## src/rtl/icsq_pkg.sv

```systemverilog
package icsq_pkg;

    typedef enum logic [3:0] {
        ST_F_ADDR    = 4'd0,
        ST_F_READ    = 4'd1,
        ST_F_LOAD    = 4'd2,
        ST_I_READ    = 4'd3,
        ST_I_LOAD    = 4'd4,
        ST_X_DISP    = 4'd5,
        ST_X_READ    = 4'd6,
        ST_X_ALU     = 4'd7,
        ST_X_WRITE   = 4'd8,
        ST_INT_SETUP = 4'd9,
        ST_INT_WRITE = 4'd10
    } seq_state_e;

    typedef enum logic [1:0] {
        PH_FETCH     = 2'd0,
        PH_INDIRECT  = 2'd1,
        PH_EXECUTE   = 2'd2,
        PH_INTERRUPT = 2'd3
    } phase_e;

    localparam logic [3:0] OPC_LOAD  = 4'd1;
    localparam logic [3:0] OPC_STORE = 4'd2;
    localparam logic [3:0] OPC_ADD   = 4'd3;
    localparam logic [3:0] OPC_JUMP  = 4'd4;
    localparam logic [3:0] OPC_IEN   = 4'd5;
    localparam logic [3:0] OPC_IDIS  = 4'd6;

    typedef struct packed {
        logic mem_ref;
        logic is_load;
        logic is_add;
        logic is_store;
        logic is_jump;
        logic set_ie;
        logic clr_ie;
    } op_class_t;

endpackage

```

## src/rtl/icsq_decode.sv

```systemverilog
module icsq_decode
    import icsq_pkg::*;
#(
    parameter int DATA_W = 16,
    parameter int OPC_W  = 4
) (
    input  logic [DATA_W-1:0] word_i,
    output op_class_t         cls_o,
    output logic              ind_o
);
    localparam int OPC_LSB = DATA_W - OPC_W;
    localparam int IND_BIT = OPC_LSB - 1;

    logic [OPC_W-1:0] opc;
    assign opc = word_i[DATA_W-1:OPC_LSB];

    always_comb begin
        cls_o = '0;
        case (opc)
            OPC_W'(OPC_LOAD):  begin cls_o.mem_ref = 1'b1; cls_o.is_load  = 1'b1; end
            OPC_W'(OPC_STORE): begin cls_o.mem_ref = 1'b1; cls_o.is_store = 1'b1; end
            OPC_W'(OPC_ADD):   begin cls_o.mem_ref = 1'b1; cls_o.is_add   = 1'b1; end
            OPC_W'(OPC_JUMP):  begin cls_o.mem_ref = 1'b1; cls_o.is_jump  = 1'b1; end
            OPC_W'(OPC_IEN):   cls_o.set_ie = 1'b1;
            OPC_W'(OPC_IDIS):  cls_o.clr_ie = 1'b1;
            default:           ;
        endcase
    end

    // the indirect flag only matters for memory-referencing opcodes
    assign ind_o = word_i[IND_BIT] & cls_o.mem_ref;

endmodule

```

## src/rtl/icsq_alu.sv

```systemverilog
module icsq_alu #(
    parameter int DATA_W = 16
) (
    input  logic [DATA_W-1:0] acc_i,
    input  logic [DATA_W-1:0] operand_i,
    input  logic              add_i,
    output logic [DATA_W-1:0] acc_o
);
    assign acc_o = add_i ? (acc_i + operand_i) : operand_i;
endmodule

```

## src/rtl/icsq_strobe.sv

```systemverilog
module icsq_strobe
    import icsq_pkg::*;
(
    input  seq_state_e  state_i,
    output logic        rd_o,
    output logic        wr_o,
    output logic [1:0]  phase_o
);
    always_comb begin
        rd_o    = 1'b0;
        wr_o    = 1'b0;
        phase_o = PH_FETCH;
        case (state_i)
            ST_F_ADDR, ST_F_LOAD: ;
            ST_F_READ:    rd_o = 1'b1;
            ST_I_READ:    begin rd_o = 1'b1; phase_o = PH_INDIRECT; end
            ST_I_LOAD:    phase_o = PH_INDIRECT;
            ST_X_DISP,
            ST_X_ALU:     phase_o = PH_EXECUTE;
            ST_X_READ:    begin rd_o = 1'b1; phase_o = PH_EXECUTE; end
            ST_X_WRITE:   begin wr_o = 1'b1; phase_o = PH_EXECUTE; end
            ST_INT_SETUP: phase_o = PH_INTERRUPT;
            ST_INT_WRITE: begin wr_o = 1'b1; phase_o = PH_INTERRUPT; end
            default:      ;
        endcase
    end
endmodule

```

## src/rtl/instr_cycle_seq.sv

```systemverilog
module instr_cycle_seq
    import icsq_pkg::*;
#(
    parameter int DATA_W    = 16,
    parameter int ADDR_W    = 11,
    parameter int OPC_W     = 4,
    parameter int RESET_PC  = 0,
    parameter int SAVE_ADDR = 'h0FF,
    parameter int VEC_ADDR  = 'h100
) (
    input  logic              clk,
    input  logic              rst_n,
    output logic [ADDR_W-1:0] mem_addr,
    output logic              mem_rd,
    output logic              mem_wr,
    output logic [DATA_W-1:0] mem_wdata,
    input  logic [DATA_W-1:0] mem_rdata,
    input  logic              mem_ready,
    input  logic              irq,
    output logic [DATA_W-1:0] acc_o,
    output logic [ADDR_W-1:0] pc_o,
    output logic              ie_o,
    output logic [1:0]        phase_o
);
    localparam logic [ADDR_W-1:0] PC_INIT  = ADDR_W'(RESET_PC);
    localparam logic [ADDR_W-1:0] SAVE_LOC = ADDR_W'(SAVE_ADDR);
    localparam logic [ADDR_W-1:0] VEC_LOC  = ADDR_W'(VEC_ADDR);

    typedef struct packed {
        seq_state_e        st;
        logic [ADDR_W-1:0] pc;
        logic [ADDR_W-1:0] mar;
        logic [DATA_W-1:0] mbr;
        logic [DATA_W-1:0] ir;
        logic [DATA_W-1:0] acc;
        logic              ie;
    } seq_regs_t;

    seq_regs_t r_q, r_d;

    logic [DATA_W-1:0] dec_word;
    op_class_t         cls;
    logic              ind;
    logic [DATA_W-1:0] alu_res;
    logic              instr_done;

    // the word is decoded from MBR in the cycle that copies it into IR
    assign dec_word = (r_q.st == ST_F_LOAD) ? r_q.mbr : r_q.ir;

    icsq_decode #(.DATA_W(DATA_W), .OPC_W(OPC_W)) u_decode (
        .word_i (dec_word),
        .cls_o  (cls),
        .ind_o  (ind)
    );

    icsq_alu #(.DATA_W(DATA_W)) u_alu (
        .acc_i     (r_q.acc),
        .operand_i (r_q.mbr),
        .add_i     (cls.is_add),
        .acc_o     (alu_res)
    );

    icsq_strobe u_strobe (
        .state_i (r_q.st),
        .rd_o    (mem_rd),
        .wr_o    (mem_wr),
        .phase_o (phase_o)
    );

    always_comb begin
        r_d        = r_q;
        instr_done = 1'b0;
        case (r_q.st)
            ST_F_ADDR: begin
                r_d.mar = r_q.pc;
                r_d.st  = ST_F_READ;
            end
            ST_F_READ: begin
                if (mem_ready) begin
                    r_d.mbr = mem_rdata;
                    r_d.pc  = r_q.pc + 1'b1;
                    r_d.st  = ST_F_LOAD;
                end
            end
            ST_F_LOAD: begin
                r_d.ir  = r_q.mbr;
                r_d.mar = r_q.mbr[ADDR_W-1:0];
                r_d.st  = ind ? ST_I_READ : ST_X_DISP;
            end
            ST_I_READ: begin
                if (mem_ready) begin
                    r_d.mbr = mem_rdata;
                    r_d.st  = ST_I_LOAD;
                end
            end
            ST_I_LOAD: begin
                r_d.mar = r_q.mbr[ADDR_W-1:0];
                r_d.st  = ST_X_DISP;
            end
            ST_X_DISP: begin
                if (cls.is_load || cls.is_add) begin
                    r_d.st = ST_X_READ;
                end else if (cls.is_store) begin
                    r_d.mbr = r_q.acc;
                    r_d.st  = ST_X_WRITE;
                end else begin
                    if (cls.is_jump) r_d.pc = r_q.mar;
                    if (cls.set_ie)  r_d.ie = 1'b1;
                    if (cls.clr_ie)  r_d.ie = 1'b0;
                    instr_done = 1'b1;
                end
            end
            ST_X_READ: begin
                if (mem_ready) begin
                    r_d.mbr = mem_rdata;
                    r_d.st  = ST_X_ALU;
                end
            end
            ST_X_ALU: begin
                r_d.acc    = alu_res;
                instr_done = 1'b1;
            end
            ST_X_WRITE: begin
                if (mem_ready) instr_done = 1'b1;
            end
            ST_INT_SETUP: begin
                r_d.mbr = DATA_W'(r_q.pc);
                r_d.mar = SAVE_LOC;
                r_d.ie  = 1'b0;
                r_d.st  = ST_INT_WRITE;
            end
            ST_INT_WRITE: begin
                if (mem_ready) begin
                    r_d.pc = VEC_LOC;
                    r_d.st = ST_F_ADDR;
                end
            end
            default: r_d.st = ST_F_ADDR;
        endcase
        // interrupt decision uses the flag as left by this instruction
        if (instr_done) begin
            r_d.st = (r_d.ie && irq) ? ST_INT_SETUP : ST_F_ADDR;
        end
    end

    always_ff @(posedge clk or negedge rst_n) begin
        if (!rst_n) begin
            r_q.st  <= ST_F_ADDR;
            r_q.pc  <= PC_INIT;
            r_q.mar <= '0;
            r_q.mbr <= '0;
            r_q.ir  <= '0;
            r_q.acc <= '0;
            r_q.ie  <= 1'b0;
        end else begin
            r_q <= r_d;
        end
    end

    assign mem_addr  = r_q.mar;
    assign mem_wdata = r_q.mbr;
    assign acc_o     = r_q.acc;
    assign pc_o      = r_q.pc;
    assign ie_o      = r_q.ie;


    rd_hold_chk: assert property (@(posedge clk) disable iff (!rst_n)
        (mem_rd && !mem_ready) |=> (mem_rd && $stable(mem_addr)));


    wr_hold_chk: assert property (@(posedge clk) disable iff (!rst_n)
        (mem_wr && !mem_ready) |=> (mem_wr && $stable(mem_addr) && $stable(mem_wdata)));


    pc_step_chk: assert property (@(posedge clk) disable iff (!rst_n)
        (mem_rd && mem_ready && phase_o == PH_FETCH) |=>
            (pc_o == ADDR_W'($past(pc_o) + 1'b1)));


    vec_load_chk: assert property (@(posedge clk) disable iff (!rst_n)
        (mem_wr && mem_ready && phase_o == PH_INTERRUPT) |=>
            (pc_o == VEC_LOC && !ie_o && phase_o == PH_FETCH));


    ie_rise_chk: assert property (@(posedge clk) disable iff (!rst_n)
        $rose(ie_o) |-> ($past(phase_o) == PH_EXECUTE));


    ind_order_chk: assert property (@(posedge clk) disable iff (!rst_n)
        (phase_o == PH_INDIRECT) |=> (phase_o inside {PH_INDIRECT, PH_EXECUTE}));


    int_order_chk: assert property (@(posedge clk) disable iff (!rst_n)
        (phase_o == PH_INTERRUPT) |=> (phase_o inside {PH_INTERRUPT, PH_FETCH}));


    wr_phase_chk: assert property (@(posedge clk) disable iff (!rst_n)
        mem_wr |-> (phase_o inside {PH_EXECUTE, PH_INTERRUPT}));

endmodule

```

## config.mk

```make
export PLATFORM = sky130hd
export DESIGN_NAME = instr_cycle_seq
export DESIGN_NICKNAME = d
export VERILOG_FILES = /design/src/rtl/icsq_pkg.sv /design/src/rtl/icsq_decode.sv /design/src/rtl/icsq_alu.sv /design/src/rtl/icsq_strobe.sv /design/src/rtl/instr_cycle_seq.sv
export SDC_FILE = /design/constraint.sdc
export NUM_CORES = 1
export LEC_CHECK = 0
export BUFFER_PORTS_ARGS = -buffer_cell sky130_fd_sc_hd__buf_4
export CAP_MARGIN = 20
export CORE_ASPECT_RATIO = 1.25
export CORE_MARGIN = 5
export CORE_UTILIZATION = 50
export CTS_BUF_LIST = sky130_fd_sc_hd__clkbuf_4
export CTS_CLUSTER_SIZE = 28
export DETAILED_ROUTE_END_ITERATION = 12
export PLACE_DENSITY = 0.72
export SLEW_MARGIN = 20
export SYNTH_ARGS = -nofsm -noshare
export SYNTH_HDL_FRONTEND = slang
export SYNTH_SLANG_ARGS = --single-unit
```

## constraint.sdc

```tcl
create_clock -name clk -period 6.6 [get_ports clk]
set_clock_uncertainty 0.05 [all_clocks]
set_input_delay 1.98 -clock clk [delete_from_list [all_inputs] [get_ports clk]]
set_output_delay 1.98 -clock clk [all_outputs]
set_load 0.05 [all_outputs]
```

### Word level (Yosys, flattened, before mapping)

Cells that the tools add are included.
W data, S select, Z words.

| operators by class | value |
|---|---|
| reduce and logical (&&, ||, !) cells | 17 |
| mux-type cells | 40 |
| add/subtract/negate cells | 2 |
| bitwise gates (word level) | 1 |
| eq/ne operators | 29 |

Operators by type and width:

| operator | number |
|---|---|
| $mux W16 | 5 |
| $pmux W11 S3 | 2 |
| $pmux W16 S3 | 1 |
| $pmux W4 S10 | 1 |
| $mux W11 | 3 |
| $mux W15 | 2 |
| $eq A4 B3 Y1 const B | 7 |
| $mux W4 | 6 |
| $add A16 B16 Y16 | 1 |
| $eq A4 B2 Y1 const B | 4 |
| $mux W1 | 16 |
| $eq A4 B4 Y1 const B | 3 |
| $ne A2 B2 Y1 const B | 6 |
| $ne A3 B3 Y1 const B | 4 |
| $reduce_and A6 Y1 | 2 |
| $add A11 B1 Y11 const B | 1 |
| $reduce_or A2 Y1 | 5 |
| $reduce_bool A3 Y1 | 3 |
| $eq A4 B1 Y1 const B | 2 |
| $reduce_or A4 Y1 | 2 |
| $pmux W2 S3 | 1 |
| $logic_not A4 Y1 | 1 |
| $ne A2 B1 Y1 const B | 2 |
| $ne A4 B4 Y1 const B | 1 |
| 8 further kinds | 8 |

| storage, ports and cells | value |
|---|---|
| bits in registers | 75 |
| output and inout bits | 59 |
| logic and storage cells | 97 |
| input bits | 20 |

### Longest topological paths before layout

Gate-level depths: netlist (run 1).

| logic depth | value |
|---|---|
| depth after elaboration | 12 |
| mapped depth | 10 |
| gate-level depth less buffers | 10 |

### Modules after synthesis

Synthesis (run 1) repeated with hierarchy kept, for this count alone.

| second synthesis, totals | value |
|---|---|
| cell total of the unflattened synthesis | 574 |
| area total of the unflattened synthesis | 5417.7 µm² |

Modules (own cells, without submodules):

| module | area an instance (µm²) | cells each | instances | seq. area each (µm²) |
|---|---|---|---|---|
| instr_cycle_seq | 4341.7 | 433 | 1 | 1876.8 |
| icsq_alu | 903.4 | 115 | 1 | 0.0 |
| icsq_strobe | 90.1 | 12 | 1 | 0.0 |
| icsq_decode | 82.6 | 14 | 1 | 0.0 |

### Least setup slack after synthesis (run 1)

OpenSTA, ideal clock, no wires.

| timing | value |
|---|---|
| kind | register to output |
| from | register r_q[71] (netlist name) |
| to | output phase_o[0] |
| stages on the path, launching flop included | 6 |
| required time | 4.570 ns |
| buffers on the path | 2 |
| setup slack | 2.486 ns |
| data arrival time | 2.084 ns |
| cell sequence | dfrtp_1 buf_2 clkbuf_1 xor2_1 a21oi_1 o21ai_0 |

| on the way | value |
|---|---|
| longest elaborated chain between the ends | 3 |
| elaborated cells on any way between the ends | 12 |
| those cells by class | eq/ne (8); mux (1); reduce/logical (3) |

RTL lines:

| item | RTL line | RTL |
|---|---|---|
| from (decl) | instr_cycle_seq.sv:39 | `seq_regs_t r_q, r_d;` |
| from (signal assigned) | instr_cycle_seq.sv:156 | `r_q <= r_d;` |
| $eq A4 B3 Y1, or another cell as far along | icsq_strobe.sv:13 | `case (state_i)` |
| $reduce_or A4 Y1 (no line) / $reduce_or A2 Y1 (equally long branches) | - |  |
| $pmux W2 S3 * | icsq_strobe.sv:13 |  |
| to (decl) | instr_cycle_seq.sv:23 | `output logic [1:0] phase_o` |

Every way passes the cells marked *; elsewhere a longest branch is shown, timed or not.

### Worst setup path in the final report (run 1)

| timing | value |
|---|---|
| from | register r_q[72] (netlist name) |
| to | output mem_rd |

| on the way | value |
|---|---|
| longest elaborated chain between the ends | 3 |
| elaborated cells on any way between the ends | 5 |
| those cells by class | eq/ne (3); mux (1); reduce/logical (1) |

RTL lines:

| item | RTL line | RTL |
|---|---|---|
| $eq A4 B1 Y1, or another cell as far along | icsq_strobe.sv:13 |  |
| $reduce_or A3 Y1 (no line) * | - |  |
| $mux W1 * | icsq_strobe.sv:13 |  |
| to (decl) | instr_cycle_seq.sv:14 | `output logic mem_rd,` |

Marks and branches as above.

==> flow_metrics.tcl, run 1 <==
set metrics [dict create \
    status "finished clean" \
    ys_seq_area_frac 0.338 \
    setup_viol 0 \
    insertion_delay_ns 0.43 \
    critical_path.top_delay_family "flip-flops" \
    seq_area_um2 1580 \
    dr.pass1.iters 5 \
    synth_area_um2 4660 \
    crit_cells 5 \
    critPathRequiredTime_ns 4.57 \
    path_cells "and2b_1, a21oi_1, nor2_2, buf_4, buf_4" \
    cpPeakStageDelay_ns 0.71 \
    numCtsBuffers 9 \
    initial_utilization 0.511 \
    ctsResizeCount 0 \
    vias 4216 \
    nets 632 \
    synthCells 589 \
    synth-seq-cells 63 \
    port_buffers 78 \
    antenna_left 0 \
    max_freq_ghz 0.238 \
    ys_async_sr_fraction 1.00 \
    place_hpwl_um 8890 \
    synth_ff_type "dfrtp_1" \
    drv_cap 0 \
    min_path_type "register to register" \
    synth-edff-count 0 \
    multi_input_area_um2 2490 \
    postPlaceCellArea_um2 4890 \
    fin_util 0.554 \
    post_cts_buffers 0 \
    final_area_um2 5050 \
    end_kind "output port" \
    grt-ovfl-total 0 \
    holdPathStages 2 \
    cp_common_cell "buf_4" \
    rows 39 \
    rsz0062_at_grt "false" \
    die_h_um 118 \
    post-route-min-period_ns 4.20 \
    tightest_slew_ns 0.922 \
    finalWeightedCongestion 0.844 \
    grt_max_degree 64 \
    crit_buf_inv 2 \
    clk_path_buf_depth 2 \
    h-tree-depth 3 \
    avgSynthCellArea_um2 7.92 \
    startpoint_type "register" \
    drc 0 \
    hold_violations 0 \
    maxSlewHeadroom 0.385 \
    crit_arrival_ns 2.17 \
    cts.sinks 63 \
    slew_viol_final 0 \
    period_share 0.636 \
    drt_wl_total_um 12100 \
    path_max_fanout 25 \
    via_per_inst 5.83 \
    cts-root-buf "clkbuf_4" \
    drive_above_1_share 0.182 \
    postCtsHoldBufs 0 \
    syn2layout_area_growth_pct 8.34 \
    post_drt_wl_per_cell_um 16.7 \
    antenna_found_initial 1 \
    fillers 889 \
    grt_use_total 0.223 \
    fp.dieW_um 96.4 \
    path_clk_slew_ns 0.11 \
    slowest_stage "dfrtp_1" \
    grt_pass1_vias 4144 \
    boundaryPins 79 \
    grt_pass1_wl_um 20200 \
    cts_tree "yes" \
    setup_tns_ns 0 \
    crit_type "register to output port" \
    reg2reg_depth 7 \
    drtIter0Drc 272 \
    syn_nets 626 \
    die_area_um2 11400 \
    core_um2 9130 \
    dp_slack_ns 2.92 \
    synth.distinct_cells 53 \
    setup_slack_ns 2.40 \
    yosys_warnings 0 \
]
[Yosys cell counts, drive strengths merged, types with 5 or more instances]
library cell | number | area [um^2]
nor2 | 66 | 248
and3 | 10 | 62.6
o21a | 7 | 52.6
a31oi | 21 | 131
nor3b | 5 | 37.5
nor2b | 10 | 62.6
nand2 | 71 | 267
a22oi | 12 | 90.1
a21oi | 45 | 225
buf | 65 | 460
a32oi | 6 | 52.6
dfrtp | 63 | 1580
o21ai | 56 | 280
inv | 16 | 60.1
nand3 | 9 | 45.0
nor3 | 12 | 60.1
or3 | 5 | 31.3
xor2 | 5 | 43.8
xnor2 | 5 | 43.8
mux2i | 10 | 100
ha | 16 | 200
clkbuf | 22 | 82.6
[cell type report]
type	count	area share
multi-input combinational	423	0.494
sequential	63	0.312
timing repair buffer	82	0.122
tap	123	0.0305
clock buffer	10	0.0149
clock inverter	5	0.0146
inverter	16	0.0119
antenna	1	0.000495
[path summary, 6_finish.rpt]
path	to	slack [ns]	from
setup / recovery	mem_rd	2.40	r_q[72]
hold / removal	mem_addr[7]	0.49	mem_addr[7]
setup reg to reg	acc_o[15]	3.28	r_q[72]
hold reg to reg	mem_addr[7]	0.49	mem_addr[7]
max in group asynchronous	acc_o[4]	4.36	rst_n
min in group asynchronous	mem_wdata[14]	1.60	rst_n
[metrics by stage]
| stage | instances | hold slack, ns |
|---|---|---|
| after floorplan | 589 | 0.422 |
| after global placement | 707 | 0.455 |
| after detailed placement | 707 | 0.465 |
| after CTS | 722 | 0.493 |
| after global routing | 723 | 0.523 |
| final | 723 | 0.492 |
[cell usage in the layout (no fill, tap or decap), types with 3 or more instances in the layout]
| master | Yosys | routed |
|---|---|---|
| or3_1 | 5 | 5 |
| o2bb2ai_1 | 4 | 4 |
| ha_1 | 16 | 16 |
| a31oi_1 | 21 | 21 |
| o21ai_0 | 52 | 52 |
| nand3_1 | 9 | 9 |
| nor3_1 | 12 | 12 |
| o21a_1 | 7 | 7 |
| o31ai_1 | 3 | 3 |
| nand4_1 | 3 | 3 |
| o21ai_1 | 4 | 3 |
| mux2i_1 | 10 | 10 |
| dfrtp_1 | 63 | 63 |
| a21oi_1 | 45 | 45 |
| nor2b_1 | 10 | 10 |
| and3_1 | 10 | 10 |
| a32oi_1 | 6 | 6 |
| buf_4 | 54 | 82 |
| xor2_1 | 5 | 5 |
| a22oi_1 | 12 | 12 |
| nand2b_1 | 4 | 4 |
| inv_1 | 15 | 15 |
| nand2_1 | 71 | 71 |
| nor3b_1 | 5 | 5 |
| mux2_2 | 4 | 4 |
| xnor2_1 | 5 | 5 |
| a21o_1 | 3 | 3 |
| nor2_2 | 0 | 3 |
| clkbuf_4 | 0 | 10 |
| nor2_1 | 66 | 63 |
| and2_1 | 4 | 4 |
[cell families (layout without fill, tap and decap cells)]
kind of cell	after synthesis	in the layout	synth area share
simple gates	206	206	0.204
compound gates	176	176	0.231
buf+inv	103	113	0.129
flops	63	63	0.338
fa+ha+maj	17	17	0.0472
mux	14	14	0.0311
xor+xnor	10	10	0.0188
other cells	0	1	0
[per-layer routing]
| layer | wire length (um) | GRT usage |
|---|---|---|
| met1 | 5100 | 0.289 |
| met2 | 6090 | 0.366 |
| met3 | 651 | 0.0345 |
| met4 | 244 | 0.0868 |
| met5 | 0 | 0 |
[worst register-to-register path, stage by stage (launching register included)]
cell	delay, ns
dfrtp_1	0.71
nor4b_4	0.71
mux2i_1	0.32
inv_2	0.12
nand2_1	0.42
or3_1	0.49
mux2_2	0.26
a32oi_1	0.15
[registers in the layout (all words and copies together), names as in the netlist]
| signal | flops |
|---|---|
| acc_o | 16 |
| mem_wdata | 16 |
| mem_addr | 11 |
| pc_o | 11 |
| r_q | 8 |
| ie_o | 1 |
Power of run 1 is not shown: default switching activity piles up to over one toggle a cycle in this logic, so the estimate is an artifact.
==> inputs of run 2 (changes only) <==
- PLACE_DENSITY: 0.72 -> 0.75
- clock period: 6.6 -> 3.6 ns (I/O delays scaled with it)
==> run 2 against run 1 <==
Flip-flop and latch count unchanged. Clock-buffer cell count down 1. Global-route usage down 1.1 points.
==> flow_metrics.tcl, run 2 (synthesis gave the netlist of run 1 again) <==
set metrics [dict create \
    cpPeakStageDelay_ns 0.71 \
    slew_viol_final 0 \
    boundaryPins 79 \
    h-tree-depth 3 \
    min_path_type "register to register" \
    setup_tns_ns 0 \
    grt_use_total 0.212 \
    drc 0 \
    post-route-min-period_ns 3.17 \
    fp.dieW_um 96.4 \
    startpoint_type "register" \
    slowest_stage "dfrtp_1" \
    r2r_end "acc_o[15]" \
    critPathRequiredTime_ns 2.47 \
    nets 637 \
    path_cells "inv_1, nor3_1, a21oi_1, o21ai_0, buf_4" \
    initial_utilization 0.511 \
    ctsResizeCount 0 \
    drv_cap 0 \
    core_um2 9130 \
    setup_viol 0 \
    tightest_slew_ns 0.801 \
    antenna_left 0 \
    syn2layout_area_growth_pct 8.59 \
    cts.sinks 63 \
    via_per_inst 5.84 \
    port_buffers 78 \
    post_cts_buffers 0 \
    fin_util 0.555 \
    cts_tree "yes" \
    end_kind "output port" \
    post_drt_wl_per_cell_um 16.1 \
    rsz0062_at_grt "false" \
    grt-ovfl-total 0 \
    finalWeightedCongestion 0.841 \
    die_h_um 118 \
    final_area_um2 5060 \
    dr.pass1.iters 6 \
    regToRegSetupSlack_ns 0.62 \
    min_from "mem_addr[3]" \
    reg2reg_depth 8 \
    die_area_um2 11400 \
    clk_path_buf_depth 2 \
    drtIter0Drc 310 \
    postCtsHoldBufs 0 \
    timing.rr.start "r_q[72]" \
    final_cell_mix "87 x buf_4, 71 x nand2_1, 65 x nor2_1" \
    place_hpwl_um 8770 \
    vias 4256 \
    maxSlewHeadroom 0.466 \
    layout.cells.most_common "buf_4" \
    period_share 0.881 \
    antenna_found_initial 1 \
    path_max_fanout 18 \
    hold-worst-slack_ns 0.477 \
    drt_wl_total_um 11800 \
    grt_pass1_wl_um 19400 \
    max_freq_ghz 0.315 \
    cts-root-buf "clkbuf_4" \
    hold_violations 0 \
    rows 39 \
    postPlaceCellArea_um2 4930 \
    path_clk_slew_ns 0.12 \
    grt_pass1_vias 4026 \
    crit_arrival_ns 2.04 \
    drive_above_1_share 0.183 \
    insertion_delay_ns 0.43 \
    numCtsBuffers 9 \
    holdPathStages 2 \
    holdPathEnd "mem_addr[3]" \
    crit_type "register to output port" \
    grt_max_degree 64 \
    status "finished clean" \
]
[run 2: critical path, delay by kind of cell (launching register included)]
family	cells	cell delay, ns
flops	1	0.71
compound gates	2	0.24
buf+inv	2	0.43
simple gates	1	0.23
[run 2: through the flow]
step | setup WS (ns) | instances
floorplan | 0.386 | 589
global placement | 0.789 | 712
detailed placement | 0.674 | 712
CTS | 0.428 | 728
global route | 0.279 | 729
finish | 0.430 | 729
[run 2: worst max path at each step]
| stage | endpoint | cells past startpoint | start | slack (ns) |
|---|---|---|---|---|
| after floorplan | phase_o[0] | 5 | r_q[71] | 0.39 |
| final | phase_o[0] | 5 | r_q[71] | 0.43 |
| after global placement | acc_o[15] | 8 | r_q[72] | 0.79 |
| after global routing | phase_o[0] | 5 | r_q[71] | 0.28 |
| after detailed placement | acc_o[15] | 8 | r_q[72] | 0.67 |
| after CTS | phase_o[0] | 5 | r_q[71] | 0.43 |
[run 2: per-layer routing]
layer,global-route usage,vias to the layer above,part of all wire
met4,0.0912,0,0.027
met3,0.0352,25,0.058
met1,0.272,2004,0.41
li1,-,2061,-
met5,0,-,0
met2,0.346,166,0.51
[run 2: area by class of cell]
| cell class | count | area, um^2 |
|---|---|---|
| repair buffers | 87 | 653 |
| inverters | 16 | 60.1 |
| multi-input cells | 423 | 2490 |
| flip-flops and latches | 63 | 1580 |
| diodes | 1 | 2.50 |
| fillers | 862 | 4060 |
| well taps | 123 | 154 |
| clock inverters | 7 | 63.8 |
| clock buffers | 9 | 67.6 |
Power of run 2 is left out for the same reason.
